File: config.mk
export PLATFORM = sky130hd
export DESIGN_NAME = regx_stack_unit
export DESIGN_NICKNAME = d
export VERILOG_FILES = /design/src/rtl/regx_stack_pkg.sv /design/src/rtl/regx_stack_ctrl.sv /design/src/rtl/regx_stack_dpath.sv /design/src/rtl/regx_stack_unit.sv
export SDC_FILE = /design/constraint.sdc
export NUM_CORES = 1
export LEC_CHECK = 0
export BUFFER_PORTS_ARGS = -buffer_cell sky130_fd_sc_hd__buf_2
export CAP_MARGIN = 25
export CORE_MARGIN = 3
export CORE_UTILIZATION = 54
export DETAILED_ROUTE_END_ITERATION = 12
export PLACE_DENSITY = 0.78
export RECOVER_POWER = 25
export SYNTH_ARGS = -nofsm -noshare
export SYNTH_HDL_FRONTEND = slang
export SYNTH_SLANG_ARGS = --single-unit
File: constraint.sdc
create_clock -name clk -period 4.1 [get_ports clk]
set_input_delay 0.205 -clock clk [delete_from_list [all_inputs] [get_ports clk]]
set_output_delay 0.205 -clock clk [all_outputs]
set_load 0.02 [all_outputs]
File: src/rtl/regx_stack_pkg.sv
package regx_stack_pkg;
  parameter int BYTE_W  = 8;
  parameter int WORD_W  = 2 * BYTE_W;
  parameter int ADDR_W  = 16;
  parameter int TS_W    = 5;
  parameter int STEP_W  = 2;
  parameter int SEL_W   = 3;
  parameter int PAIRS   = 4;
  parameter int SHADOWS = 3;
  localparam int IDX_DE = 1;
  localparam int IDX_HL = 2;

  typedef enum logic [3:0] {
    K_NONE, K_PUSH, K_POP, K_EXSP, K_EXDH, K_EXX, K_LDSP, K_DI, K_EI
  } kind_t;

  typedef enum logic [1:0] {A_SP0, A_SP1, A_SPM1, A_SPM2} addr_t;

  typedef struct packed {
    logic       exDeHl;
    logic       exx;
    logic       spFromHl;
    logic       intOff;
    logic       intOn;
    logic       capLo;
    logic       capHi;
    logic       pushDone;
    logic       popDone;
    logic       exSpDone;
    logic       hostOk;
    logic       wrHigh;
    logic [1:0] pairSel;
    addr_t      addrSel;
  } strobe_t;

  function automatic kind_t decodeOp(input logic [7:0] op);
    kind_t k;
    k = K_NONE;
    if (op[7:6] == 2'b11 && op[3:0] == 4'h5) k = K_PUSH;
    else if (op[7:6] == 2'b11 && op[3:0] == 4'h1) k = K_POP;
    else begin
      case (op)
        8'hE3: k = K_EXSP;
        8'hEB: k = K_EXDH;
        8'hD9: k = K_EXX;
        8'hF9: k = K_LDSP;
        8'hF3: k = K_DI;
        8'hFB: k = K_EI;
        default: k = K_NONE;
      endcase
    end
    return k;
  endfunction

  function automatic logic usesMem(input kind_t k);
    return (k == K_PUSH) || (k == K_POP) || (k == K_EXSP);
  endfunction

  function automatic logic [TS_W-1:0] costOf(input kind_t k);
    logic [TS_W-1:0] c;
    case (k)
      K_PUSH:  c = TS_W'(11);
      K_POP:   c = TS_W'(10);
      K_EXSP:  c = TS_W'(19);
      K_LDSP:  c = TS_W'(6);
      K_EXDH, K_EXX, K_DI, K_EI: c = TS_W'(4);
      default: c = '0;
    endcase
    return c;
  endfunction
endpackage

File: src/rtl/regx_stack_ctrl.sv
module regx_stack_ctrl
  import regx_stack_pkg::*;
(
  input  logic            clk,
  input  logic            rstN,
  input  logic            opValid,
  input  logic [7:0]      opCode,
  input  logic            memDone,
  output strobe_t         st,
  output logic            memReq,
  output logic            memWe,
  output logic            busy,
  output logic            opDone,
  output logic [TS_W-1:0] tStates
);
  logic              busyQ;
  kind_t             kindQ;
  logic [1:0]        selQ;
  logic [STEP_W-1:0] stepQ;
  logic              doneQ;
  logic [TS_W-1:0]   tsQ;
  logic              accept;
  logic              lastStep;
  kind_t             decK;

  assign decK   = decodeOp(opCode);
  assign accept = opValid && !busyQ;
  assign memReq = busyQ;
  assign busy   = busyQ;
  assign opDone = doneQ;
  assign tStates = tsQ;

  always_comb begin
    st         = '0;
    st.pairSel = selQ;
    st.hostOk  = !busyQ && !opValid;
    memWe      = 1'b0;
    lastStep   = 1'b0;
    if (accept) begin
      case (decK)
        K_EXDH: st.exDeHl   = 1'b1;
        K_EXX:  st.exx      = 1'b1;
        K_LDSP: st.spFromHl = 1'b1;
        K_DI:   st.intOff   = 1'b1;
        K_EI:   st.intOn    = 1'b1;
        default: ;
      endcase
    end
    if (busyQ) begin
      case (kindQ)
        K_PUSH: begin
          memWe       = 1'b1;
          st.addrSel  = (stepQ == 0) ? A_SPM1 : A_SPM2;
          st.wrHigh   = (stepQ == 0);
          lastStep    = (stepQ == 1);
          st.pushDone = memDone && lastStep;
        end
        K_POP: begin
          st.addrSel = stepQ[0] ? A_SP1 : A_SP0;
          lastStep   = (stepQ == 1);
          st.capLo   = memDone && (stepQ == 0);
          st.popDone = memDone && lastStep;
        end
        K_EXSP: begin
          memWe       = stepQ[1];
          st.addrSel  = stepQ[0] ? A_SP1 : A_SP0;
          st.wrHigh   = stepQ[0];
          lastStep    = (stepQ == 3);
          st.capLo    = memDone && (stepQ == 0);
          st.capHi    = memDone && (stepQ == 1);
          st.exSpDone = memDone && lastStep;
        end
        default: ;
      endcase
    end
  end

  always_ff @(posedge clk) begin
    if (!rstN) begin
      busyQ <= 1'b0;
      kindQ <= K_NONE;
      selQ  <= '0;
      stepQ <= '0;
      doneQ <= 1'b0;
      tsQ   <= '0;
    end else begin
      doneQ <= 1'b0;
      if (accept) begin
        kindQ <= decK;
        selQ  <= (decK == K_EXSP) ? 2'(IDX_HL) : opCode[5:4];
        stepQ <= '0;
        if (usesMem(decK)) begin
          busyQ <= 1'b1;
        end else begin
          doneQ <= 1'b1;
          tsQ   <= costOf(decK);
        end
      end else if (busyQ && memDone) begin
        if (lastStep) begin
          busyQ <= 1'b0;
          doneQ <= 1'b1;
          tsQ   <= costOf(kindQ);
        end else begin
          stepQ <= stepQ + 1'b1;
        end
      end
    end
  end
endmodule

File: src/rtl/regx_stack_dpath.sv
module regx_stack_dpath
  import regx_stack_pkg::*;
(
  input  logic                              clk,
  input  logic                              rstN,
  input  strobe_t                           st,
  input  logic [BYTE_W-1:0]                 memRdata,
  input  logic                              wrEn,
  input  logic [SEL_W-1:0]                  wrSel,
  input  logic [WORD_W-1:0]                 wrData,
  output logic [ADDR_W-1:0]                 memAddr,
  output logic [BYTE_W-1:0]                 memWdata,
  output logic [PAIRS-1:0][WORD_W-1:0]      pairsOut,
  output logic [SHADOWS-1:0][WORD_W-1:0]    shadowOut,
  output logic [ADDR_W-1:0]                 spOut,
  output logic                              iff1Out,
  output logic                              iff2Out
);
  logic [WORD_W-1:0] pairQ [PAIRS];
  logic [WORD_W-1:0] shQ   [SHADOWS];
  logic [ADDR_W-1:0] spQ;
  logic [WORD_W-1:0] tmpQ;
  logic              iff1Q, iff2Q;
  logic [WORD_W-1:0] pairRd;

  assign pairRd   = pairQ[st.pairSel];
  assign memWdata = st.wrHigh ? pairRd[WORD_W-1:BYTE_W] : pairRd[BYTE_W-1:0];

  always_comb begin
    case (st.addrSel)
      A_SP1:   memAddr = spQ + ADDR_W'(1);
      A_SPM1:  memAddr = spQ - ADDR_W'(1);
      A_SPM2:  memAddr = spQ - ADDR_W'(2);
      default: memAddr = spQ;
    endcase
  end

  generate
    for (genvar p = 0; p < PAIRS; p++) begin : g_pairOut
      assign pairsOut[p] = pairQ[p];
    end
    for (genvar s = 0; s < SHADOWS; s++) begin : g_shOut
      assign shadowOut[s] = shQ[s];
    end
  endgenerate

  assign spOut   = spQ;
  assign iff1Out = iff1Q;
  assign iff2Out = iff2Q;

  always_ff @(posedge clk) begin
    if (!rstN) begin
      for (int i = 0; i < PAIRS; i++)   pairQ[i] <= '0;
      for (int i = 0; i < SHADOWS; i++) shQ[i]   <= '0;
      spQ   <= '0;
      tmpQ  <= '0;
      iff1Q <= 1'b0;
      iff2Q <= 1'b0;
    end else begin
      if (st.capLo) tmpQ[BYTE_W-1:0]      <= memRdata;
      if (st.capHi) tmpQ[WORD_W-1:BYTE_W] <= memRdata;
      if (st.exDeHl) begin
        pairQ[IDX_DE] <= pairQ[IDX_HL];
        pairQ[IDX_HL] <= pairQ[IDX_DE];
      end
      if (st.exx) begin
        for (int i = 0; i < SHADOWS; i++) begin
          pairQ[i] <= shQ[i];
          shQ[i]   <= pairQ[i];
        end
      end
      if (st.spFromHl) spQ <= pairQ[IDX_HL];
      if (st.intOff) begin
        iff1Q <= 1'b0;
        iff2Q <= 1'b0;
      end
      if (st.intOn) begin
        iff1Q <= 1'b1;
        iff2Q <= 1'b1;
      end
      if (st.pushDone) spQ <= spQ - ADDR_W'(2);
      if (st.popDone) begin
        pairQ[st.pairSel] <= {memRdata, tmpQ[BYTE_W-1:0]};
        spQ <= spQ + ADDR_W'(2);
      end
      if (st.exSpDone) pairQ[IDX_HL] <= tmpQ;
      if (st.hostOk && wrEn) begin
        case (wrSel)
          3'd0: pairQ[0] <= wrData;
          3'd1: pairQ[1] <= wrData;
          3'd2: pairQ[2] <= wrData;
          3'd3: pairQ[3] <= wrData;
          3'd4: spQ      <= wrData;
          3'd5: shQ[0]   <= wrData;
          3'd6: shQ[1]   <= wrData;
          default: shQ[2] <= wrData;
        endcase
      end
    end
  end
endmodule

File: src/rtl/regx_stack_unit.sv
module regx_stack_unit
  import regx_stack_pkg::*;
(
  input  logic                clk,
  input  logic                rstN,
  input  logic                opValid,
  input  logic [7:0]          opCode,
  output logic                busy,
  output logic                opDone,
  output logic [TS_W-1:0]     tStates,
  output logic                memReq,
  output logic                memWe,
  output logic [ADDR_W-1:0]   memAddr,
  output logic [BYTE_W-1:0]   memWdata,
  input  logic [BYTE_W-1:0]   memRdata,
  input  logic                memDone,
  input  logic                wrEn,
  input  logic [SEL_W-1:0]    wrSel,
  input  logic [WORD_W-1:0]   wrData,
  output logic [WORD_W-1:0]   regBC,
  output logic [WORD_W-1:0]   regDE,
  output logic [WORD_W-1:0]   regHL,
  output logic [WORD_W-1:0]   regAF,
  output logic [WORD_W-1:0]   shBC,
  output logic [WORD_W-1:0]   shDE,
  output logic [WORD_W-1:0]   shHL,
  output logic [ADDR_W-1:0]   regSP,
  output logic                iff1,
  output logic                iff2
);
  strobe_t                           st;
  logic [PAIRS-1:0][WORD_W-1:0]      pairsOut;
  logic [SHADOWS-1:0][WORD_W-1:0]    shadowOut;

  regx_stack_ctrl i_ctrl (
    .clk(clk), .rstN(rstN), .opValid(opValid), .opCode(opCode),
    .memDone(memDone), .st(st), .memReq(memReq), .memWe(memWe),
    .busy(busy), .opDone(opDone), .tStates(tStates)
  );

  regx_stack_dpath i_dpath (
    .clk(clk), .rstN(rstN), .st(st), .memRdata(memRdata),
    .wrEn(wrEn), .wrSel(wrSel), .wrData(wrData),
    .memAddr(memAddr), .memWdata(memWdata),
    .pairsOut(pairsOut), .shadowOut(shadowOut), .spOut(regSP),
    .iff1Out(iff1), .iff2Out(iff2)
  );

  assign regBC = pairsOut[0];
  assign regDE = pairsOut[1];
  assign regHL = pairsOut[2];
  assign regAF = pairsOut[3];
  assign shBC  = shadowOut[0];
  assign shDE  = shadowOut[1];
  assign shHL  = shadowOut[2];
endmodule

==> Word-level counts from Yosys, hierarchy flattened <==
Memories as Yosys holds them, arrays and structs flattened. A register that Yosys moved wholly into a read port is not among the register bits.
Index checks and enable logic that the tools add are counted.
Widths: inputs -> output; s select.
{ "totals": {"ff_bits": 48, "ram_bits": 112, "romBits": 160, "inputBits": 40, "output_inout_bits": 163, "wordCells": 207, "memories": 4} }
{ "mem_list": {"columns": ["memory", "words", "width", "rd", "rd_ports_with_merged_regs", "wr", "line", "rtl"], "rows": [
  ["(no name shown)", 16, 5, 1, 0, 0, "regx_stack_pkg.sv:61", "case (k)"],
  ["(no name shown)", 16, 5, 1, 1, 0, "regx_stack_pkg.sv:61", null],
  ["i_dpath.pairQ", 4, 16, 5, 1, 4, "regx_stack_dpath.sv:19", "logic [WORD_W-1:0] pairQ [PAIRS];"],
  ["i_dpath.shQ", 3, 16, 3, 0, 3, "regx_stack_dpath.sv:20", "logic [WORD_W-1:0] shQ [SHADOWS];"]
]} }
{ "op_classes": {"addsub": 5, "eq_ne": 33, "mux": 111, "bitwise_logic": 18, "reduce_logical": 26} }
{ "op_table": {"columns": ["op", "count"], "rows": [
  ["$mux 16", 22],
  ["$mux 1", 67],
  ["$eq 8x8->1 const B", 6],
  ["$pmux 16 s3", 1],
  ["$mux 5", 6],
  ["$pmux 4 s6", 1],
  ["$eq 4x3->1 const B", 5],
  ["$add 16x1->16 const B", 1],
  ["$add 16x2->16 const B", 1],
  ["$eq 4x2->1 const B", 4],
  ["$mux 4", 4],
  ["$or 1x1->1", 16],
  ["$reduce_or 16->1", 1],
  ["$sub 16x1->16 const B", 1],
  ["$sub 16x2->16 const B", 1],
  ["$eq 4x1->1 const B", 3],
  ["$mux 2", 5],
  ["$eq 3x3->1 const B", 3],
  ["$logic_and 1x1->1", 9],
  ["$eq 2x2->1 const B", 4],
  ["$mux 8", 1],
  ["$reduce_or 7->1", 1],
  ["$eq 3x2->1 const B", 2],
  ["$pmux 1 s2", 3],
  ["15 further kinds", 25]
]} }

==> Logic depth before layout (Yosys ltp) <==
Gate-level depths: netlist of the first run.
{ "logic_depth": {"depth_word": 14, "mapped_depth": 16, "mapped_depth_nobuf": 16} }

==> Cells and area by module <==
A second synthesis of the first run with hierarchy kept.
{ "hier_totals": {"hier_cells": 1300, "hier_area_um2": 11177.0} }
{ "modules_own_cells": {"columns": ["module", "n_inst", "cells_each", "area_each_um2", "seq_area_each_um2"], "rows": [
  ["regx_stack_dpath", 1, 1139, 9819.4, 4023.9],
  ["regx_stack_ctrl", 1, 161, 1357.6, 400.4]
]} }

==> Worst setup path after synthesis of the first run <==
No wires, ideal clock.
{ "synth_path": {"path_kind": "register -> output", "from": "register i_ctrl.busyQ (netlist: i_ctrl.busy)", "to": "output memAddr[15]", "arrival_time_ps": 3666, "required_time_ps": 3895, "path_slack_ps": 229, "path_stages_with_launch": 13, "n_path_buf": 1, "path_cell_list": "dfxtp_1 -> nand4bb_1 -> clkbuf_1 -> nor2_1 -> ha_1 -> ha_1 -> a211oi_1 -> o21ai_0 -> a31o_2 -> nor4b_1 -> nor4b_1 -> mux2i_1 -> o221ai_1"} }
{ "synth_between": {"elab_chain_len": 3, "word_cells_on_any_way": 5, "classes_between": "3 x eq/ne; 2 x mux"} }
{ "synth_lines": {"columns": ["item", "line", "rtl"], "rows": [
  ["from (decl)", "regx_stack_ctrl.sv:16", "logic busyQ;"],
  ["from (signal assigned)", "regx_stack_ctrl.sv:80", "busyQ <= 1'b0;"],
  ["from (signal assigned)", "regx_stack_ctrl.sv:93", "busyQ <= 1'b1;"],
  ["from (signal assigned)", "regx_stack_ctrl.sv:100", "busyQ <= 1'b0;"],
  ["$mux 2 *", "regx_stack_ctrl.sv:49", "if (busyQ) begin"],
  ["$eq 2x2->1 / $eq 2x1->1 (equally long branches)", "regx_stack_dpath.sv:30", "case (st.addrSel)"],
  ["$pmux 16 s3 *", "regx_stack_dpath.sv:30", null],
  ["to (decl)", "regx_stack_unit.sv:13", "output logic [ADDR_W-1:0] memAddr,"]
]} }
Mark *: on every way between the ends. The rest lies on a longest branch, timed or not.

==> Final worst setup path of the first run <==
{ "layout_path": {"from": "register i_ctrl.stepQ[1]", "to": "output memAddr[15]"} }
{ "layout_between": {"elab_chain_len": 6, "word_cells_on_any_way": 8, "classes_between": "3 x eq/ne; 4 x mux; 1 x reduce/logical"} }
{ "layout_lines": {"columns": ["item", "line", "rtl"], "rows": [
  ["from (decl)", "regx_stack_ctrl.sv:19", "logic [STEP_W-1:0] stepQ;"],
  ["from (signal assigned)", "regx_stack_ctrl.sv:104", "stepQ <= stepQ + 1'b1;"],
  ["$logic_not 2->1 *", "regx_stack_ctrl.sv:53", "st.addrSel = (stepQ == 0) ? A_SPM1 : A_SPM2;"],
  ["$mux 1 *", "regx_stack_ctrl.sv:53", null],
  ["$pmux 2 s2 *", "regx_stack_ctrl.sv:50", "case (kindQ)"],
  ["$mux 2 *", "regx_stack_ctrl.sv:49", null],
  ["$eq 2x2->1 / $eq 2x1->1 (equally long branches)", "regx_stack_dpath.sv:30", null],
  ["$pmux 16 s3 *", "regx_stack_dpath.sv:30", null]
]} }
Marked as above.

==> results of run 1 <==
[cells in the mapped netlist, drive strengths merged (25+ instances only)]
cell | count | share of area [%]
a21oi | 60 | 3.0
a22o | 33 | 2.8
a31oi | 32 | 2.0
and3 | 28 | 1.7
buf | 27 | 1.4
clkbuf | 48 | 1.8
dfxtp | 55 | 11
edfxtp | 112 | 33
ha | 25 | 3.1
inv | 38 | 1.4
nand2 | 234 | 8.6
nor2 | 74 | 2.7
o21ai | 51 | 2.5
[power groups by stage]
stage	clock network, mW	logic [mW]	registers [mW]
after floorplan	0	0.195	2.03
after global placement	0	0.450	1.99
after detailed placement	0	0.460	1.99
after CTS	1.59	0.463	1.95
after global routing	1.66	0.483	1.96
final	1.61	0.457	1.96
[routing by layer]
layer	GRT usage, %	vias to the layer above
li1	-	4493
met1	47.9	4765
met2	50.7	868
met3	9.15	117
met4	13.2	2
met5	0	-
[worst min-delay path by stage]
stage	startpoint	endpoint	slack, ns
floorplan	wrData[12]	i_dpath.spOut[12]	0.34
global placement	i_dpath.tmpQ[12]	i_dpath.tmpQ[12]	0.47
detailed placement	i_dpath.tmpQ[9]	i_dpath.tmpQ[9]	0.48
CTS	memRdata[7]	i_dpath.tmpQ[15]	0.07
global route	memRdata[7]	i_dpath.tmpQ[15]	0.12
finish	memRdata[7]	i_dpath.tmpQ[15]	0.08
[per-stage QoR]
step           instance area (µm²)  worst slack [ns]  std cells  util [%]  total power, mW
3_3_place_gp                 11400             0.324       1492      62.3             2.44
3_5_place_dp                 11400             0.249       1494      62.4             2.45
6_report                     12000             0.187       1531      65.5             4.03
4_1_cts                      12000           0.00332       1526      65.8             4.01
2_1_floorplan                10200             0.229       1112         -             2.23
5_1_grt                      12000            0.0161       1530      65.5             4.10
[worst reg2reg max path, delay by kind of cell (launching register included)]
family | cells | cell delay, ns
and+or+nand+nor | 3 | 1.26
buffers and inverters | 3 | 0.74
adders and majority gates | 1 | 0.23
AOI/OAI and AO/OA | 1 | 0.43
DFF | 1 | 0.33
[cell families (layout without fill, tap and decap cells)]
logic type	Yosys count	after routing	share of synthesized area, %
multiplexers	40	40	5.98
XOR/XNOR	23	23	2.05
adder cells (fa/ha/maj)	26	26	3.26
AO/OA/AOI/OAI	301	301	20.7
buffers and inverters	113	301	4.56
other	0	2	0
flip-flops	167	167	43.7
AND/OR/NAND/NOR	442	442	19.7
[registers in the layout, summed over array words and instances, names as in the netlist, 2 cells and up, named ones only]
register	cells
i_ctrl.kindQ	4
i_dpath.pairQ	64
i_ctrl.selQ	2
i_dpath.shQ	48
i_ctrl.tStates	5
i_dpath.tmpQ	16
i_ctrl.stepQ	2
i_dpath.spOut	16
[cell type report]
class / instances / share of cell area, %
clock inverters: 13 / 1.14
flip-flops and latches: 167 / 37.3
diodes: 2 / 0.0418
well taps: 229 / 2.40
multi-input cells: 832 / 44.9
repair buffers: 231 / 9.40
clock buffers: 19 / 3.62
inverters: 38 / 1.19
[cell usage in the layout (no fill, tap or decap), types with 8 or more instances in the layout]
cell,count
a222oi_1,16
o22ai_1,11
buf_4,26
inv_1,38
a21boi_0,9
a21oi_1,58
dfxtp_1,54
nor2_1,73
a31oi_1,32
buf_2,91
mux2_2,8
nand2b_1,10
nand3_1,20
mux4_2,16
ha_1,21
a22o_1,33
clkbuf_16,17
mux2i_1,16
o21ai_0,44
nor2b_1,20
edfxtp_1,112
a21o_1,9
and3_1,26
xnor2_1,15
clkbuf_1,112
nor3_1,14
a221o_1,17
nand2_1,234
[timing repair]
action	in CTS	in global routing
setup buffers	0	1
gates resized for setup	10	12
gates cloned	0	0
pin swaps	2	3
setup endpoints to repair	3	4
==> flow_metrics.py, run 1 <==
metrics = {
    "outcome": {
        "status": "finished clean",
    },
    "min_path": {
        "min_path_cells": 3,
        "min_path_type": "input pin to flop",
    },
    "timing": {
        "whs_ns": 0.0796,
        "max_freq_mhz": 256,
        "final.setup.tns_ns": 0,
        "slew_viol_final": 0,
        "worst_slew_pin_slew_ns": 1.07,
        "min_period_ns": 3.91,
        "final_hold_viol_count": 0,
        "period_share_pct": 95.4,
        "maxSlewHeadroom_pct": 28.3,
        "clock_skew_ns": 0.0173,
        "setup_violations": 0,
        "rsz0062_at_grt": "no",
    },
    "routing": {
        "first_pass_iters": 8,
        "drtIter0Drc": 1650,
        "routedWlPerCell_um": 23.6,
        "top_layer": "met5",
        "wl_met1_um": 13700,
        "via_count": 10200,
        "antenna_left": 0,
        "wl_um": 36100,
        "vias_per_cell": 6.69,
        "drc_errors": 0,
        "wl_met2_um": 15500,
        "wl_met3_um": 5410,
    },
    "floorplan": {
        "rows": 49,
        "core_area_mm2": 0.0183,
        "io_pins": 203,
        "start_util_pct": 55.9,
        "dieArea_mm2": 0.0206,
        "fp.dieH_um": 144,
        "dieWidth_um": 144,
    },
    "critical_path": {
        "cp.arrival_ns": 3.71,
        "reg2reg_slack_ns": 0.79,
        "path_buf_inv": 4,
        "crit_path_end": "memAddr[15]",
        "crit_family": "compound AO/OA/AOI/OAI gates",
        "cp.required_ns": 3.89,
        "crit_chain": "inv_1 > ha_2 > nor2_1 > a22o_1 > and3_4 > inv_1 > ha_4 > buf_12 > ha_4 > o21a_1 > o21a_1 > a31o_2 > nor4b_2 > nor4b_2 > mux2i_1 > o221ai_1 > buf_4",
        "crit_path_top_delay_cell": "dfxtp_2",
        "ff2ff_path_depth": 8,
        "start_kind": "flop",
        "critPathMaxStageDelay_ns": 0.33,
        "cp-end-kind": "output port",
        "cp.depth": 17,
        "path_max_fanout": 14,
        "reg2reg_to": "i_dpath.pairQ[2][7]",
        "crit_start": "i_ctrl.stepQ[1]",
        "worstSetupPathType": "flop to output port",
        "r2r_start": "i_ctrl.stepQ[0]",
    },
    "synth": {
        "synthesis.area_mm2": 0.0102,
        "yosys_most_used_dff": "edfxtp_1",
        "synth-seq-cells": 167,
        "synth_cell_types": 76,
        "synth_edf_count": 112,
        "syn_area_per_cell_um2": 9.18,
        "syn-instance-count": 1112,
        "ys_seq_area_share_pct": 43.7,
        "syn_nets": 1178,
        "yosys_warnings": 0,
        "synth_async_sr_flop_share_pct": 0,
    },
    "power": {
        "pwr-share-comb_pct": 11.4,
        "p_clk_share_pct": 40.0,
        "p_leak_nw": 4.86,
        "vdd_drop_max_uv": 348,
        "p_sw_share_pct": 28.7,
        "power_density_mw_per_mm2": 337,
        "switchingPower_mw": 1.16,
        "internal_power_mw": 2.87,
        "pwr-share-seq_pct": 48.6,
    },
    "cells_and_area": {
        "multi_input_area_mm2": 0.00537,
        "area_growth_pct": 17.1,
        "seq_area_mm2": 0.00447,
        "nNetsFinal": 1353,
        "nFillCells": 1547,
        "drive_gt1_share_pct": 15.7,
    },
    "clocking": {
        "clk_latency_ns": 0.44,
        "htree_levels": 4,
        "cts_tree": "yes",
        "root_buffer": "clkbuf_16",
        "numCtsBuffers": 17,
        "clock_path_buffers": 2,
        "cts_hold_buf": 0,
        "clkTransAtPathRegs_ns": 0.07,
        "cts.sinks": 167,
    },
    "grt": {
        "grt_overflow": 0,
        "grt_max_degree": 97,
        "grt_pass1_wl_um": 54000,
        "grt_usage_pct": 34.1,
        "antenna_found_initial": 2,
        "grt_pass1_vias": 9350,
    },
    "flow_run": {
        "cap_violations": 0,
    },
    "placed_design": {
        "dp_hpwl_um": 25500,
        "finalWeightedCongestion": 0.935,
        "io_buffers": 202,
    },
}
Note: power is estimated with default switching activity, not from simulation.
==> run 2, diff against run 1 <==
CORE_MARGIN = 8   (was 3)
SLEW_MARGIN = 20   (was not set)
==> run 2 against run 1 <==
  * Highest routed layer unchanged
  * Critical endpoint unchanged
  * Clock skew shrank 0.0018 ns
  * First-iteration DRC count increased by 8.4%
  * Setup slack worse by 0.0025 ns
  * Total power shrank 0.12%
  * Critical path type unchanged
==> flow_metrics.py, run 2 (synthesized netlist as in run 1, its figures left out) <==
metrics = {
    "flow_run": {
        "cap_violations": 0,
    },
    "cells_and_area": {
        "nNetsFinal": 1355,
        "final_common_cell": "nand2_1",
        "area_growth_pct": 17.2,
        "reg.largest.list": "i_dpath.pairQ: 64 flops, i_dpath.shQ: 48 flops",
        "largest_reg_flops": 64,
        "instances_no_fill": 1536,
        "largest_register": "i_dpath.pairQ",
        "layout_common_cells": "nand2_1, edfxtp_1, clkbuf_1, buf_2, nor2_1",
        "fin_util_pct": 64.2,
        "drive_gt1_share_pct": 15.4,
        "n_antenna_cell": 0,
        "nFillCells": 1586,
    },
    "clocking": {
        "numCtsBuffers": 17,
        "clk_latency_ns": 0.44,
        "cts.sinks": 167,
        "clock_path_buffers": 2,
        "cts_hold_buf": 0,
        "htree_levels": 4,
        "clkTransAtPathRegs_ns": 0.08,
        "cts_tree": "yes",
        "root_buffer": "clkbuf_16",
    },
    "timing": {
        "period_share_pct": 95.5,
        "rsz0062_at_grt": "no",
        "final_hold_viol_count": 0,
        "worst_slew_pin_slew_ns": 1.07,
        "min_period_ns": 3.92,
        "max_freq_mhz": 255,
        "maxSlewHeadroom_pct": 28.5,
        "clock_skew_ns": 0.0154,
        "setup_violations": 0,
        "slew_viol_final": 0,
        "final.setup.tns_ns": 0,
    },
    "floorplan": {
        "rows": 50,
        "core_area_mm2": 0.0186,
        "start_util_pct": 54.8,
        "dieArea_mm2": 0.0236,
        "fp.dieH_um": 154,
        "dieWidth_um": 154,
        "io_pins": 203,
    },
    "routing": {
        "drc_errors": 0,
        "antenna_left": 0,
        "vias_per_cell": 6.71,
        "drtIter0Drc": 1788,
        "wl_um": 37600,
        "routedWlPerCell_um": 24.5,
        "via_count": 10300,
        "first_pass_iters": 6,
    },
    "min_path": {
        "min_path_type": "input pin to flop",
        "min_path_cells": 3,
        "hp-start": "memRdata[5]",
        "min_delay_worst_endpoint": "i_dpath.tmpQ[13]",
    },
    "critical_path": {
        "cp-end-kind": "output port",
        "start_kind": "flop",
        "cp.arrival_ns": 3.71,
        "r2r_start": "i_ctrl.stepQ[0]",
        "reg2reg_slack_ns": 0.81,
        "cp.required_ns": 3.89,
        "reg2reg_to": "i_dpath.pairQ[2][6]",
        "worstSetupPathType": "flop to output port",
        "ff2ff_path_depth": 8,
        "path_max_fanout": 10,
    },
    "power": {
        "p_clk_share_pct": 39.8,
        "switchingPower_mw": 1.20,
        "pwr-share-comb_pct": 11.5,
        "vdd_drop_max_uv": 397,
        "p_leak_nw": 4.87,
        "power_density_mw_per_mm2": 336,
        "pwr-share-seq_pct": 48.7,
        "internal_power_mw": 2.82,
        "p_sw_share_pct": 29.8,
    },
    "placed_design": {
        "dp_hpwl_um": 26700,
        "io_buffers": 202,
        "dp_cells": 1500,
        "finalWeightedCongestion": 0.913,
    },
    "grt": {
        "grt_pass1_wl_um": 56800,
        "antenna_found_initial": 2,
        "grt_max_degree": 97,
        "grt_pass1_vias": 9740,
        "grt_usage_pct": 30.6,
        "grt_overflow": 0,
    },
    "outcome": {
        "status": "finished clean",
    },
}
run 2: cell count changes in the layout (fill, tap and decap cells not counted), moves of 2 or more:
| cell | delta |
|---|---|
| clkinv_8 | +4 |
| buf_4 | +3 |
| clkbuf_1 | -3 |
| buf_2 | +2 |
| diode_2 | -2 |
| nor4_2 | -2 |
| o21ai_1 | +2 |
| o21ai_2 | -2 |
run 2: layout make-up:
class,instances,area (µm²),area share [%]
multi-input combinational,832,5360,44.8
sequential,167,4470,37.3
timing repair buffer,233,1120,9.38
clock buffer,17,425,3.55
tap,234,293,2.45
clock inverter,15,161,1.35
inverter,38,143,1.19
run 2: timing repair:
item / CTS / global route
endpoints found under the hold margin: 0 / 0
gates resized for setup: 6 / 9
setup buffers: 0 / 4
endpoints found under the setup margin: 3 / 4
pin swaps: 1 / 2
run 2: metrics by stage:
step / hold slack (ns) / setup slack, ns / total power [mW] / cell area (µm²)
floorplan: 0.341 / 0.229 / 2.23 / 10200
global placement: 0.465 / 0.322 / 2.45 / 11400
detailed placement: 0.477 / 0.191 / 2.45 / 11400
CTS: 0.0841 / 0.00433 / 4.01 / 12000
global route: 0.101 / 0.00608 / 4.11 / 12000
finish: 0.0890 / 0.185 / 4.02 / 12000
run 2: power groups by stage:
stage | clock (mW) | sequential [mW] | combinational, mW
after global routing | 1.66 | 1.96 | 0.483
after detailed placement | 0 | 1.99 | 0.466
after global placement | 0 | 1.99 | 0.457
after CTS | 1.59 | 1.95 | 0.469
final | 1.60 | 1.96 | 0.461
after floorplan | 0 | 2.03 | 0.195
run 2: worst max path at each step:
stage | slack [ns] | cells past startpoint | end | startpoint
detailed placement | 0.19 | 16 | memAddr[15] | i_ctrl.stepQ[1]
finish | 0.18 | 17 | memAddr[15] | i_ctrl.stepQ[1]
floorplan | 0.23 | 12 | memAddr[15] | i_ctrl.busy
CTS | 0.004 | 17 | memAddr[15] | i_ctrl.stepQ[1]
global placement | 0.32 | 16 | memAddr[15] | i_ctrl.stepQ[1]
global route | 0.006 | 17 | memAddr[15] | i_ctrl.stepQ[1]
run 2: worst max-delay path, cell delays in order, from the launching register on:
cell      delay [ns]
dfxtp_2         0.33
inv_1           0.09
ha_2            0.20
nor2_1          0.05
a22o_1          0.17
and3_1          0.17
inv_1           0.11
ha_4            0.21
buf_8           0.15
ha_4            0.21
o21a_1          0.20
o21a_1          0.21
a31o_2          0.23
nor4b_2         0.16
nor4b_2         0.28
mux2i_1         0.23
o221ai_1        0.12
buf_2           0.18
run 2: metal layers:
layer	global-route usage [%]	vias up	part of all wire, %
met4	16.2	2	5.2
met1	37.6	4796	36
met3	10.2	164	14
met5	0	-	0.021
met2	47.2	859	45
li1	-	4487	-
==> run 3, diff against run 2 <==
CORE_ASPECT_RATIO = 0.9   (was not set)
==> run 3 against run 2 <==
  * Non-clock buffer count decreased by 3
  * Total power increased by 0.69%
  * First-iteration DRC count decreased by 18%
  * Die area about the same
  * Combinational power about the same
  * Critical path depth decreased by 1
  * Design area increased by 0.18%
  * Clock-buffer cell count increased by 1
  * Wire length decreased by 0.27%
  * Sequential power about the same
  * Core utilization increased by 0.73 points
  * Sequential share of layout area decreased by 0.066 points
  * Critical endpoint unchanged
  * Largest power group unchanged
==> flow_metrics.py, run 3 (synthesized netlist as in run 1, its figures left out) <==
metrics = {
    "critical_path": {
        "path_max_fanout": 7,
        "cp-end-kind": "output port",
        "ff2ff_path_depth": 8,
        "crit_top_cell": "ha_4",
        "critPathMaxStageDelay_ns": 0.35,
        "path_buf_inv": 3,
        "cp.arrival_ns": 3.73,
        "r2r_start": "i_ctrl.busy",
        "crit_path_top_delay_cell": "dfxtp_2",
        "cp.depth": 16,
        "crit_start": "i_ctrl.stepQ[1]",
        "cp.required_ns": 3.89,
        "crit_chain": "inv_2 > ha_4 > nor2_1 > a22o_1 > and3_4 > inv_1 > ha_4 > ha_1 > a211oi_2 > o21ai_1 > a31o_2 > nor4_1 > nor4b_2 > mux2i_1 > o221ai_1 > buf_2",
        "crit_family": "compound AO/OA/AOI/OAI gates",
        "worstSetupPathType": "flop to output port",
        "start_kind": "flop",
    },
    "clocking": {
        "clk_latency_ns": 0.44,
        "clock_path_buffers": 2,
        "cts_tree": "yes",
        "cts.sinks": 167,
        "htree_levels": 4,
        "root_buffer": "clkbuf_16",
        "cts_hold_buf": 0,
        "clkTransAtPathRegs_ns": 0.07,
        "numCtsBuffers": 17,
    },
    "floorplan": {
        "dieWidth_um": 161,
        "core_area_mm2": 0.0185,
        "io_pins": 203,
        "start_util_pct": 55.3,
        "rows": 47,
        "dieArea_mm2": 0.0236,
        "fp.dieH_um": 146,
    },
    "timing": {
        "clock_skew_ns": 0.0110,
        "whs_ns": 0.103,
        "setup_violations": 0,
        "min_period_ns": 3.94,
        "period_share_pct": 96.0,
        "maxSlewHeadroom_pct": 30.4,
        "worst_slew_pin_slew_ns": 1.04,
        "final_hold_viol_count": 0,
        "max_freq_mhz": 254,
        "setup_ws_ns": 0.163,
        "slew_viol_final": 0,
    },
    "placed_design": {
        "detailedPlace.worstSlack_ns": 0.152,
        "io_buffers": 202,
        "finalWeightedCongestion": 0.959,
        "dp_hpwl_um": 26800,
    },
    "outcome": {
        "status": "finished clean",
    },
    "routing": {
        "routedWlPerCell_um": 24.3,
        "vias_per_cell": 6.67,
        "first_pass_iters": 5,
        "via_count": 10300,
        "antenna_left": 0,
        "drc_errors": 0,
        "drtIter0Drc": 1471,
        "wl_um": 37500,
    },
    "cells_and_area": {
        "final_common_cell": "nand2_1",
        "drive_gt1_share_pct": 15.9,
        "layout_common_cells": "nand2_1, edfxtp_1, clkbuf_1, buf_2, nor2_1",
        "reg.largest.list": "i_dpath.pairQ: 64 flops, i_dpath.shQ: 48 flops",
        "largest_reg_flops": 64,
        "area_growth_pct": 17.4,
        "largest_register": "i_dpath.pairQ",
        "nNetsFinal": 1352,
    },
    "power": {
        "vdd_drop_max_uv": 355,
        "power_density_mw_per_mm2": 338,
        "p_leak_nw": 4.86,
    },
    "grt": {
        "grt_overflow": 0,
        "grt_pass1_vias": 9632,
        "grt_usage_pct": 30.6,
        "antenna_found_initial": 1,
        "grt_pass1_wl_um": 56800,
        "grt_max_degree": 81,
    },
    "flow_run": {
        "cap_violations": 0,
    },
    "min_path": {
        "hp-start": "memRdata[6]",
        "min_path_type": "input pin to flop",
        "min_path_cells": 3,
    },
}
[run 3: path summary, 6_finish.rpt]
path / endpoint / slack [ns]
min reg2reg: i_dpath.tmpQ[14] / 0.48
max: memAddr[15] / 0.16
min: i_dpath.tmpQ[14] / 0.10
max reg2reg: i_dpath.pairQ[1][12] / 0.94
[run 3: area by class of cell]
cell class,count,area (µm²)
fillers,1546,6480
multi-input cells,832,5380
flip-flops and latches,167,4470
repair buffers,230,1110
clock buffers,18,429
well taps,245,307
clock inverters,14,158
inverters,38,143
diodes,1,2.50
[run 3: metrics by stage]
step                instance area, µm²  power (mW)  instances  util [%]  setup TNS, ns
floorplan                        10200        2.23       1112         -              0
detailed placement               11400        2.45       1509      61.8              0
CTS                              12000        4.03       1541      65.2              0
global route                     12000        4.14       1544      64.9        -0.0135
finish                           12000        4.05       1545      64.9              0
global placement                 11400        2.44       1507      61.7              0
[run 3: worst reg2reg max path, stage by stage, from the launching register on]
cell and delay (ns):
dfxtp_1 0.41, or4b_1 0.67, inv_1 0.13, nand2_1 0.09, a21oi_1 0.17, buf_4 0.31, or3_1 0.79, buf_4 0.31
a22o_1 0.15
[run 3: power by group]
group | internal [mW] | total (mW) | switching, mW
sequential | 1.87 | 1.96 | 0.0897
clock | 0.867 | 1.63 | 0.760
combinational | 0.142 | 0.463 | 0.320
total | 2.88 | 4.05 | 1.17
[run 3: timing repair]
item                                    CTS  global route
endpoints found under the hold margin     0             0
setup buffers                             0             2
endpoints found under the setup margin    3             4
resized for setup                        11            12
pin swaps                                 2             1
[run 3: per-layer routing]
| layer | global-route usage, % | vias to the layer above | wire length, µm |
|---|---|---|---|
| li1 | - | 4482 | - |
| met3 | 10.5 | 103 | 5650 |
| met1 | 40.2 | 4890 | 14000 |
| met5 | 0 | - | 0 |
| met2 | 46.2 | 837 | 16600 |
| met4 | 10.6 | 0 | 1320 |
